File: src/rtl/lpc_pkg.sv
package lpc_pkg;

  // measurement progress of the period counter
  typedef enum logic [1:0] {
    MS_IDLE  = 2'd0,   // waiting for the first detected edge
    MS_COUNT = 2'd1,   // counting cycles up to the second edge
    MS_HOLD  = 2'd2    // period frozen, no further measurement
  } meas_state_e;

  localparam int unsigned LPC_MIN_SYNC = 2;

endpackage

File: src/rtl/lpc_pulse_sync.sv
module lpc_pulse_sync #(
  parameter int unsigned STAGES = 2
) (
  input  logic clk,
  input  logic rst,
  input  logic async_i,
  output logic rise_o
);

  localparam int unsigned NST = (STAGES < lpc_pkg::LPC_MIN_SYNC) ?
                                lpc_pkg::LPC_MIN_SYNC : STAGES;

  logic [NST-1:0] chain_q;
  logic           last_q;
  logic           rise_q;

  // metastability chain; bit 0 is the first flop
  always_ff @(posedge clk) begin
    if (rst) begin
      chain_q <= '0;
    end else begin
      chain_q <= {chain_q[NST-2:0], async_i};
    end
  end

  // registered rising-edge detector on the settled bit
  always_ff @(posedge clk) begin
    if (rst) begin
      last_q <= 1'b0;
      rise_q <= 1'b0;
    end else begin
      last_q <= chain_q[NST-1];
      rise_q <= chain_q[NST-1] & ~last_q;
    end
  end

  assign rise_o = rise_q;

endmodule

File: src/rtl/lpc_period_meas.sv
module lpc_period_meas
  import lpc_pkg::*;
#(
  parameter int unsigned CNT_W = 8
) (
  input  logic             clk,
  input  logic             rst,
  input  logic             rise_i,
  output logic             lock_now_o,
  output logic [CNT_W-1:0] period_o,
  output logic             locked_o
);

  localparam logic [CNT_W-1:0] CNT_MAX = {CNT_W{1'b1}};
  localparam logic [CNT_W-1:0] CNT_ONE = {{(CNT_W-1){1'b0}}, 1'b1};

  meas_state_e      state_q;
  logic [CNT_W-1:0] cnt_q;
  logic             locked_q;

  always_ff @(posedge clk) begin
    if (rst) begin
      state_q  <= MS_IDLE;
      cnt_q    <= '0;
      locked_q <= 1'b0;
    end else begin
      case (state_q)
        MS_IDLE: begin
          if (rise_i) begin
            state_q <= MS_COUNT;
            cnt_q   <= CNT_ONE;
          end
        end
        MS_COUNT: begin
          if (rise_i) begin
            state_q  <= MS_HOLD;
            locked_q <= 1'b1;
          end else if (cnt_q == CNT_MAX) begin
            // gap too long to represent: throw the measurement away
            state_q <= MS_IDLE;
            cnt_q   <= '0;
          end else begin
            cnt_q <= cnt_q + CNT_ONE;
          end
        end
        MS_HOLD: begin
          state_q <= MS_HOLD;
        end
        default: begin
          state_q <= MS_IDLE;
          cnt_q   <= '0;
        end
      endcase
    end
  end

  assign lock_now_o = (state_q == MS_COUNT) && rise_i;
  assign period_o   = cnt_q;
  assign locked_o   = locked_q;

endmodule

File: src/rtl/lpc_strobe_gen.sv
module lpc_strobe_gen #(
  parameter int unsigned CNT_W = 8
) (
  input  logic             clk,
  input  logic             rst,
  input  logic             lock_now_i,
  input  logic [CNT_W-1:0] period_i,
  output logic             load_o
);

  localparam logic [CNT_W-1:0] PH_ONE = {{(CNT_W-1){1'b0}}, 1'b1};

  logic             run_q;
  logic [CNT_W-1:0] per_q;
  logic [CNT_W-1:0] ph_q;
  logic             load_q;

  logic [CNT_W-1:0] per_use;
  logic [CNT_W-1:0] half_use;
  logic [CNT_W-1:0] ph_nxt;
  logic             active;

  // phase counts 0..P-1 with phase 0 on the locking detection cycle
  always_comb begin
    per_use  = lock_now_i ? period_i : per_q;
    half_use = per_use >> 1;
    active   = lock_now_i | run_q;
    if (lock_now_i) begin
      ph_nxt = PH_ONE;
    end else if (ph_q == per_q - PH_ONE) begin
      ph_nxt = '0;
    end else begin
      ph_nxt = ph_q + PH_ONE;
    end
  end

  always_ff @(posedge clk) begin
    if (rst) begin
      run_q  <= 1'b0;
      per_q  <= '0;
      ph_q   <= '0;
      load_q <= 1'b0;
    end else begin
      if (lock_now_i) begin
        run_q <= 1'b1;
        per_q <= period_i;
      end
      if (active) begin
        ph_q <= ph_nxt;
      end
      load_q <= active && (ph_nxt == half_use);
    end
  end

  assign load_o = load_q;

endmodule

File: src/rtl/lpc_centre_sync.sv
module lpc_centre_sync #(
  parameter int unsigned SYNC_STAGES = 2,
  parameter int unsigned CNT_W       = 8
) (
  input  logic clk,
  input  logic rst,
  input  logic en_i,
  output logic load_o,
  output logic locked_o
);

  logic             rise;
  logic             lock_now;
  logic [CNT_W-1:0] period;

  lpc_pulse_sync #(
    .STAGES (SYNC_STAGES)
  ) u_sync (
    .clk     (clk),
    .rst     (rst),
    .async_i (en_i),
    .rise_o  (rise)
  );

  lpc_period_meas #(
    .CNT_W (CNT_W)
  ) u_meas (
    .clk        (clk),
    .rst        (rst),
    .rise_i     (rise),
    .lock_now_o (lock_now),
    .period_o   (period),
    .locked_o   (locked_o)
  );

  lpc_strobe_gen #(
    .CNT_W (CNT_W)
  ) u_strobe (
    .clk        (clk),
    .rst        (rst),
    .lock_now_i (lock_now),
    .period_i   (period),
    .load_o     (load_o)
  );

endmodule

File: config.mk
export PLATFORM = sky130hd
export DESIGN_NAME = lpc_centre_sync
export DESIGN_NICKNAME = d
export VERILOG_FILES = /design/src/rtl/lpc_pkg.sv /design/src/rtl/lpc_pulse_sync.sv /design/src/rtl/lpc_period_meas.sv /design/src/rtl/lpc_strobe_gen.sv /design/src/rtl/lpc_centre_sync.sv
export SDC_FILE = /design/constraint.sdc
export NUM_CORES = 1
export LEC_CHECK = 0
export CAP_MARGIN = 25
export CORE_ASPECT_RATIO = 1.4
export CORE_UTILIZATION = 35
export DETAILED_ROUTE_END_ITERATION = 10
export GPL_ROUTABILITY_DRIVEN = 0
export MAX_ROUTING_LAYER = met4
export SKIP_CTS_REPAIR_TIMING = 1
export SLEW_MARGIN = 20
export SYNTH_ARGS = -nofsm -noshare
export SYNTH_HDL_FRONTEND = slang
export SYNTH_SLANG_ARGS = --single-unit
File: constraint.sdc
create_clock -name clk -period 5.5 [get_ports clk]
set_clock_uncertainty 0.05 [all_clocks]
set_input_delay 1.1 -clock clk [delete_from_list [all_inputs] [get_ports clk]]
set_output_delay 1.1 -clock clk [all_outputs]
set_load 0.01 [all_outputs]
After elaboration in Yosys (flattened, before gate mapping)
Cells that the tools add are included.
{ "classes": {"n_addsub": 3, "n_eq_ne": 8, "muxes": 11, "n_bitwise": 4, "n_reduce_logical": 6} }
{ "ops": {"columns": ["cell", "n"], "rows": [
  ["$mux W8", 6],
  ["$pmux W8 S3", 1],
  ["$add A8 B1 Y8 const B", 2],
  ["$eq A8 B7 Y1", 1],
  ["$eq A8 B8 Y1", 1],
  ["$eq A8 B8 Y1 const B", 1],
  ["$sub A8 B1 Y8 const B", 1],
  ["$mux W2", 3],
  ["$pmux W2 S3", 1],
  ["$ne A2 B2 Y1 const B", 2],
  ["$reduce_and A2 Y1", 2],
  ["$ne A3 B2 Y1 const B", 1],
  ["$reduce_and A3 Y1", 1],
  ["$eq A2 B1 Y1 const B", 1],
  ["$eq A2 B2 Y1 const B", 1],
  ["$logic_and A1 B1 Y1", 2],
  ["$logic_not A2 Y1", 1],
  ["$not A1 Y1", 2],
  ["$and A1 B1 Y1", 1],
  ["$or A1 B1 Y1", 1]
]} }
{ "word_totals": {"regBits": 33, "out_inout_bits": 2} }

Longest topological paths before layout
Gate-level depths: netlist (run 1).
{ "logic_depth": {"word_depth": 6, "ltp_mapped": 9} }

Modules after synthesis
A second synthesis (run 1) with hierarchy kept.
{ "unflattened": {"hier_cells": 245, "area_unflattened_um2": 2016.9} }
{ "by_module_without_submodules": {"columns": ["mod", "n_inst", "cells_each", "area_per_inst_um2", "seq_area_each_um2"], "rows": [
  ["lpc_strobe_gen", 1, 172, 1358.8, 360.3],
  ["lpc_period_meas", 1, 65, 546.8, 220.2],
  ["lpc_pulse_sync", 1, 8, 111.4, 80.1]
]} }

Least setup slack after synthesis (run 1)
Ideal clock, no wire load.
{ "synth_path": {"kind": "register to register", "startpoint": "reg u_strobe.per_q[0]", "endpoint": "reg u_strobe.load_q, in the netlist u_strobe.load_o", "setup_ns": 0.103, "t_arrival_ns": 2.230, "slack_ns": 3.117, "path_stages_with_launch": 8, "synth_period_minus_slack_ns": 2.383, "cell_sequence": "dfxtp_1 or4_4 and4bb_1 nor3b_2 a211oi_4 nor3_1 o31a_1 a2111oi_2"} }
{ "synth_between": {"elab_chain_len": 6} }
{ "synth_lines": {"columns": ["item", "line", "source"], "rows": [
  ["start, declared", "lpc_strobe_gen.sv:14", "logic [CNT_W-1:0] per_q;"],
  ["start signal, assigned", "lpc_strobe_gen.sv:46", "per_q <= period_i;"],
  ["$sub A8 B1 Y8", "lpc_strobe_gen.sv:30", "end else if (ph_q == per_q - PH_ONE) begin"],
  ["$eq A8 B8 Y1", "lpc_strobe_gen.sv:30", null],
  ["$mux W8", "lpc_strobe_gen.sv:30", null],
  ["$mux W8", "lpc_strobe_gen.sv:28", "if (lock_now_i) begin"],
  ["$eq A8 B7 Y1", "lpc_strobe_gen.sv:51", "load_q <= active && (ph_nxt == half_use);"],
  ["$logic_and A1 B1 Y1", "lpc_strobe_gen.sv:51", null],
  ["end signal, assigned", "lpc_strobe_gen.sv:51", null],
  ["end, declared", "lpc_strobe_gen.sv:16", "logic load_q;"]
]} }
No other way between the ends.
A chain may end at the register's enable or synchronous reset.

Worst setup path in the final report (run 1)
{ "layout_path": {"startpoint": "reg u_strobe.per_q[2]", "endpoint": "reg u_strobe.load_q, in the netlist u_strobe.load_o"} }
{ "layout_between": {"elab_chain_len": 6, "elab_cells_between_ends": 7} }
{ "layout_lines": {"columns": ["item", "line"], "rows": [
  ["$sub A8 B1 Y8", "lpc_strobe_gen.sv:30"],
  ["$eq A8 B8 Y1", "lpc_strobe_gen.sv:30"],
  ["$mux W8", "lpc_strobe_gen.sv:30"],
  ["$mux W8", "lpc_strobe_gen.sv:28"],
  ["$eq A8 B7 Y1 (*)", "lpc_strobe_gen.sv:51"],
  ["$logic_and A1 B1 Y1 (*)", "lpc_strobe_gen.sv:51"]
]} }
Every way passes the cells marked *; elsewhere a longest branch is shown, timed or not.

==> results of run 1 <==
-- metal layers --
| metal | vias to the layer above | part of all wire | GRT usage |
|---|---|---|---|
| li1 | 772 | - | - |
| met1 | 742 | 0.41 | 0.177 |
| met2 | 31 | 0.51 | 0.304 |
| met3 | 11 | 0.041 | 0.0419 |
| met4 | 0 | 0.035 | 0.101 |
| met5 | - | 0 | - |
-- cell type report --
| class | instances | area [µm²] |
|---|---|---|
| clock buffer | 6 | 72.6 |
| sequential | 32 | 641 |
| inverter | 7 | 26.3 |
| tap | 64 | 80.1 |
| fill | 500 | 2910 |
| clock inverter | 1 | 5.00 |
| multi-input combinational | 169 | 1140 |
| timing repair buffer | 5 | 47.5 |
-- path summary, 6_finish.rpt --
| kind | from | end | slack, ns | cells past startpoint |
|---|---|---|---|---|
| worst max register to register | u_strobe.per_q[2] | u_strobe.load_o | 2.97 | 7 |
| worst min register to register | u_sync.last_q | u_sync.rise_o | 0.34 | 1 |
| worst min-delay path | u_sync.last_q | u_sync.rise_o | 0.34 | 1 |
| worst max-delay path | u_strobe.per_q[2] | u_strobe.load_o | 2.97 | 7 |
-- worst reg2reg max path, stage by stage, from the launching register on --
cell and delay [ns]:
dfxtp_1 0.38, or4_4 0.58, nor4_4 0.28, nor3b_2 0.09, a211oi_4 0.38, nor3_1 0.08
o31a_1 0.30, a2111oi_2 0.31
-- layout by cell type, fill, tap and decap left out, types with 5 or more instances in the layout --
cell type  netlist  routed
dfxtp_1         32      32
mux2i_1          6       6
nor3_1           8       8
nor2b_1          7       7
xnor2_1          5       5
o21ai_0          8       8
nand2_1         15      15
a21oi_1         16      16
nand2b_1         6       6
clkbuf_8         0       5
xor2_1           9       9
nor2_1          29      29
inv_1            7       7
-- per-stage QoR --
step / cells / instance area [µm²] / total power [W] / setup WS (ns)
floorplan: 213 / 1820 / 0.000249 / 3.12
global placement: 277 / 1930 / 0.000254 / 3.01
detailed placement: 277 / 1930 / 0.000254 / 2.97
CTS: 284 / 2010 / 0.000425 / 2.95
global route: 284 / 2010 / 0.000440 / 2.70
finish: 284 / 2010 / 0.000424 / 2.97
-- power by group through the flow --
| stage | registers [W] | logic (W) | clock network, W |
|---|---|---|---|
| after detailed placement | 0.000241 | 0.0000132 | 0 |
| after global routing | 0.000235 | 0.0000147 | 0.000190 |
| after CTS | 0.000235 | 0.0000132 | 0.000177 |
| after global placement | 0.000241 | 0.0000132 | 0 |
| final | 0.000235 | 0.0000131 | 0.000175 |
| after floorplan | 0.000240 | 0.00000897 | 0 |
-- kinds of logic (layout without fill, tap and decap cells) --
family                   Yosys count  after routing  share of synthesized area
flip-flops                        32             32                      0.351
AND/OR/NAND/NOR                   98             98                      0.310
adder cells (fa/ha/maj)            3              3                     0.0206
XOR/XNOR                          15             15                     0.0824
multiplexers                       8              8                     0.0453
buffers and inverters             12             19                     0.0247
AO/OA/AOI/OAI                     45             45                      0.166
-- registers in the layout, indices dropped and copies added, names as in the netlist --
signal	cells
u_meas.period_o	8
u_meas.state_q	2
u_strobe.load_o	1
u_strobe.per_q	8
u_strobe.ph_q	8
u_strobe.run_q	1
u_sync.chain_q	2
u_sync.last_q	1
u_sync.rise_o	1
==> summary by stage, run 1 <==
Worst setup path
The largest driver fanout on the critical path is 8. STA classifies the critical path startpoint as a flip-flop. Among all stages on the critical path, the largest delay is contributed by or4_4. The worst setup path category is reg -> reg. The number of buffers and inverters on the critical path is 0. The worst setup path is captured at a flip-flop. The arrival time at the worst endpoint is 2.68 ns. Data on the critical path is required at its endpoint by 5.65 ns. The delay of the slowest cell on the worst path is 0.57 ns. Traced cell by cell, the critical path runs through or4_4, nor4_4, nor3b_2, a211oi_4, nor3_1, o31a_1, a2111oi_2.

Grouping stages by cell kind, the critical path spends the most delay in simple AND/OR/NAND/NOR gates.

CTS
The number of H-tree branching levels is 2. The later pin in the worst-skew pair is clocked with a latency of 0.29 ns. The deepest clock path buffer count is 2. The post-CTS clock slew at the launch and capture registers of the worst setup and hold paths is 0.07 ns. TritonCTS built the clock tree.

The total clock buffers created by CTS is 5. For this design, the sink count on the clock tree is 32. The cell at the root of the clock tree is clkbuf_8.

Synthesis
Counting distinct cell types in the post-synthesis netlist gives 52. Of the post-synthesis cell area, the dominant cell type holds 0.351. The commonest cells after synthesis are dfxtp_1, nor2_1, a21oi_1, nand2_1, xor2_1.

After synthesis, the share of flip-flops with an asynchronous set or reset is 0. The total number of yosys warnings is 0. Counting flops and latches in the post-synthesis netlist gives 32. Of all cell types, the one taking the most synthesized area is dfxtp_1. Yosys attributes the largest share of cell area to dfxtp_1, nor2_1, a21oi_1.

The share of the Yosys chip area taken by registers is 0.351. The number of instances in the synthesized netlist is 213. The number of enable flip-flop cells after synthesis is 0. The cell area that synthesis handed to floorplanning was 1820 µm². The net count after synthesis is 219. The most instantiated library cell after synthesis is dfxtp_1.

Dividing the synthesized area by the synthesized cell count gives 8.56 µm². The dominant synthesized flop cell is dfxtp_1.

Timing
The final count of pins violating max slew was 0. The final period demand of the worst path is 2.53 ns. The worst slew margin relative to its limit is 0.565. For the pin with the worst max-slew slack, the measured transition is 0.650 ns.

Setup violations remaining at the end of the flow were counted as 0. The worst hold slack after final layout is 0.337 ns. The maximum clock frequency is 0.395 GHz. The final hold violation count came to 0. The setup TNS after final layout is 0 ns. Of the available clock period, the critical path in the final layout requires 0.461. Setup repair after global routing left no endpoint under its margin.

Global routing
The first global-routing pass estimated 7.18 mm of wire. Entering global routing, the biggest net connects 31 pins. Across every metal layer, demand over resource in global routing totals 0.174. The leftover overflow at the end of global routing is 0. The via count of the first global-routing pass came to 1,564. The initial antenna violation count is 0.

Die
The height of the die is 87.4 µm. The die covers 5510 µm². The initial utilization of the core area, before any placement, comes to 0.371.

The floorplan has 30 rows. The x dimension of the die is 63.0 µm. The core region is 4920 µm². Pin placement for this block handled 5 I/O pins.

Power
The internal portion of the total power is 0.000325 W. Of the total power, registers draw 0.555. Of the total power, the clock network draws 0.414. The power share of the combinational group is 0.031.

The power per cell area is 211 nW/µm². VDD sags by at most 0.000153 V. The leakage power of the design is 0.761 nW. The switching fraction of total power is 0.234. The switching power summed over all nets is 0.0000991 W.

Route
For this block, the initial DRC count from the detailed router was 50. Dividing the detail-routed via count by the number of cells gives 5.48. For this run, the detailed router's first-pass iteration total came to 4. In the final routed layout, each cell accounts on average for 14.7 µm. The via count of the routed design is 1,556.

Wires add up to 4.17 mm. The number of nets with antenna violations after routing is 0. The final routed DRC violation total is 0.

Cells and area
The number of inserted diodes is 0. The relative area change from synthesis to final layout is 10.2%. The net count of the finished layout is 226. Measured on the finished design, the core utilization comes to 0.409. The proportion of layout cells with a drive suffix above 1 is 0.0864.

Place
In this run the tool buffered the top-level ports with 4 buffer cells. After legalization and detailed placement, the total HPWL measured 3.06 mm.

Status
The run finished with clean final reports.

Flow run
The number of violations of the max-capacitance limit is 0.

Hold path
The type of the worst min-delay path is reg -> reg.
(Power assumes the default switching activity.)
==> inputs of run 2 (changes only) <==
clock period = 2.4 ns   (was 5.5 ns; I/O delays follow)
==> summary by stage, run 2 (synthesis gave the netlist of run 1 again) <==
Hold path
The worst hold path begins at u_sync.last_q. The end of the worst hold path is u_sync.rise_o. The tightest min-delay check is of the reg -> reg type. The number of instances on the worst hold path is 1 (unchanged).

CTS
The number of H-tree branching levels is 2 (unchanged). The post-CTS clock slew at the launch and capture registers of the worst setup and hold paths is 0.08 ns (about the same). CTS placed an instance of clkbuf_8 at the clock tree root. The deepest clock path buffer count was 2 (unchanged). The TritonCTS clock tree is done.

The clock net sink count is 32 (unchanged). The clock latency reported for the late side of the worst-skew pair is 0.29 ns (about the same). The total clock buffers created by CTS is 5 (unchanged).

Route
The number of nets with antenna violations after routing is 0 (unchanged). The detailed-route wire length per cell is 13.9 µm (-5.3%). The starting DRC count in detailed routing is 66 (+32%). The ratio of routed vias to standard cells is 5.17 (-5.6%). The total routed wirelength is 4.19 mm (+0.41%). The via count of the routed design is 1,557 (+0.064%). The final routed DRC violation total is 0 (unchanged).

The first-pass iteration count of the detailed router is 4 (unchanged).

Cells and area
The net total in the final layout is 242 (+7.1%). The proportion of layout cells with a drive suffix above 1 is 0.181 (+0.0951). The number of inserted diodes is 0 (unchanged).

The relative area change from synthesis to final layout is 19.8%. The final core area utilization is 0.444 (+0.0356). The total non-filler cell area in the finished layout came to 2180 µm² (+8.7%).

The library cell used most frequently in the layout, excluding fill and tap cells, is dfxtp_1. In the layout the commonest cells are dfxtp_1, nor2_1, buf_4, a21oi_1, nand2_1. The number of standard cells in the layout, taps in and fillers out is 301 (+6.0%).

Die
The effective utilization at floorplan is 0.371 (unchanged). The count of boundary I/O pins came to 5 (unchanged). The area of the core is 4920 µm² (unchanged).

The height of the die came to 87.4 µm (unchanged). The area of the die was 5510 µm² (unchanged). The x dimension of the die is 63.0 µm (unchanged). The floorplan row count is 30 (unchanged).

Worst setup path
The worst setup path category is reg -> reg. The sort of element at the start of the critical path is a flip-flop. The arrival time at the worst endpoint is 2.47 ns (-0.21 ns). The worst setup path is captured at a flip-flop. The worst reg-to-reg path cell count is 7 (unchanged). The reg-to-reg endpoint is u_strobe.load_o. The largest driver fanout on the critical path is 5 (-3). The required time of the critical path is 2.54 ns (-3.11 ns). The worst-case register-to-register setup slack is 0.07 ns (-2.90 ns). The worst register-to-register path begins at u_strobe.per_q[2].

Power
The leakage power of the design is 0.849 nW (+12%). The power per cell area is 501 nW/µm² (+140%). The largest vdd supply drop came to 0.000331 V (+120%).

Place
The number of cells in the design after placement is 293 (+5.8%). The count of buffers from port buffering came to 4 (unchanged). The placed instance area is 2050 µm² (+6.2%).

The half-perimeter wire length of the detailed placement result came to 3.14 mm (+2.6%).

Status
The run finished with clean final reports.

Timing
The fraction of the cycle the final worst path needs is 0.972 (+0.511). The worst hold slack after final layout is 0.344 ns (+0.00695 ns). The maximum clock frequency is 0.429 GHz (+8.7%). The setup TNS after final layout is 0 ns (unchanged). The final period demand of the worst path came to 2.33 ns (-0.202 ns). The pin slew with the least headroom to its limit is 0.528 ns (-0.122 ns). The worst slew margin relative to its limit is 0.644 (+0.0789).

The final count of pins violating max slew is 0 (unchanged). The final count of negative-setup-slack endpoints is 0 (unchanged). Setup repair after global routing could not meet its margin everywhere. The final hold violation count is 0 (unchanged).

Global routing
The global-route wire length before repair was 6.98 mm (-2.7%). The overall global routing resource usage is 0.171 (-0.00341). The pin count of the biggest net entering global routing is 30 (-3.2%).

The via count of the first global-routing pass is 1,430 (-8.6%). The initial antenna violation count is 0 (unchanged). The leftover overflow at the end of global routing was 0 (unchanged).

Flow run
The number of violations of the max-capacitance limit came to 0 (unchanged).
==> run 2: area by class of cell <==
| cell class | count | area (µm²) |
|---|---|---|
| multi-input cells | 169 | 1160 |
| well taps | 64 | 80.1 |
| flip-flops and latches | 32 | 643 |
| inverters | 7 | 26.3 |
| fillers | 490 | 2730 |
| clock buffers | 6 | 72.6 |
| clock inverters | 2 | 35.0 |
| repair buffers | 21 | 168 |
==> run 2: critical path: stages (launching register included) <==
cell,delay [ns]
dfxtp_1,0.31
or4_4,0.57
and4bb_1,0.29
nor3b_2,0.06
a211oi_4,0.30
nand2b_4,0.19
o211ai_1,0.09
a2111oi_2,0.36
==> run 2: worst max-delay path by stage <==
stage	start	to	slack [ns]	cells after the start
2_1_floorplan	u_strobe.per_q[0]	u_strobe.load_o	0.02	7
3_3_place_gp	u_strobe.per_q[0]	u_strobe.load_o	0.01	7
3_5_place_dp	u_strobe.per_q[0]	u_strobe.load_o	-0.06	7
4_1_cts	u_strobe.per_q[0]	u_strobe.load_o	-0.06	7
5_1_grt	u_strobe.per_q[0]	u_strobe.load_o	-0.06	7
6_report	u_strobe.per_q[2]	u_strobe.load_o	0.07	7
==> run 2: metrics by stage <==
| step | total power (W) | setup slack, ns |
|---|---|---|
| global route | 0.00112 | -0.0650 |
| CTS | 0.00110 | -0.0600 |
| global placement | 0.000583 | 0.0126 |
| detailed placement | 0.000584 | -0.0568 |
| floorplan | 0.000571 | 0.0167 |
| finish | 0.00109 | 0.0678 |
==> run 2: metal layers <==
metal / wire, µm / GRT usage
met4: 61 / 0.0613
met2: 2170 / 0.290
met1: 1870 / 0.198
met3: 86 / 0.0353
met5: 0 / -
==> run 2: power by group <==
part	leakage, nW	total [W]	switching, W	internal [W]
Sequential	0.259	0.000538	0.00000338	0.000535
Clock	0.0552	0.000523	0.000215	0.000308
Combinational	0.535	0.0000327	0.0000190	0.0000136
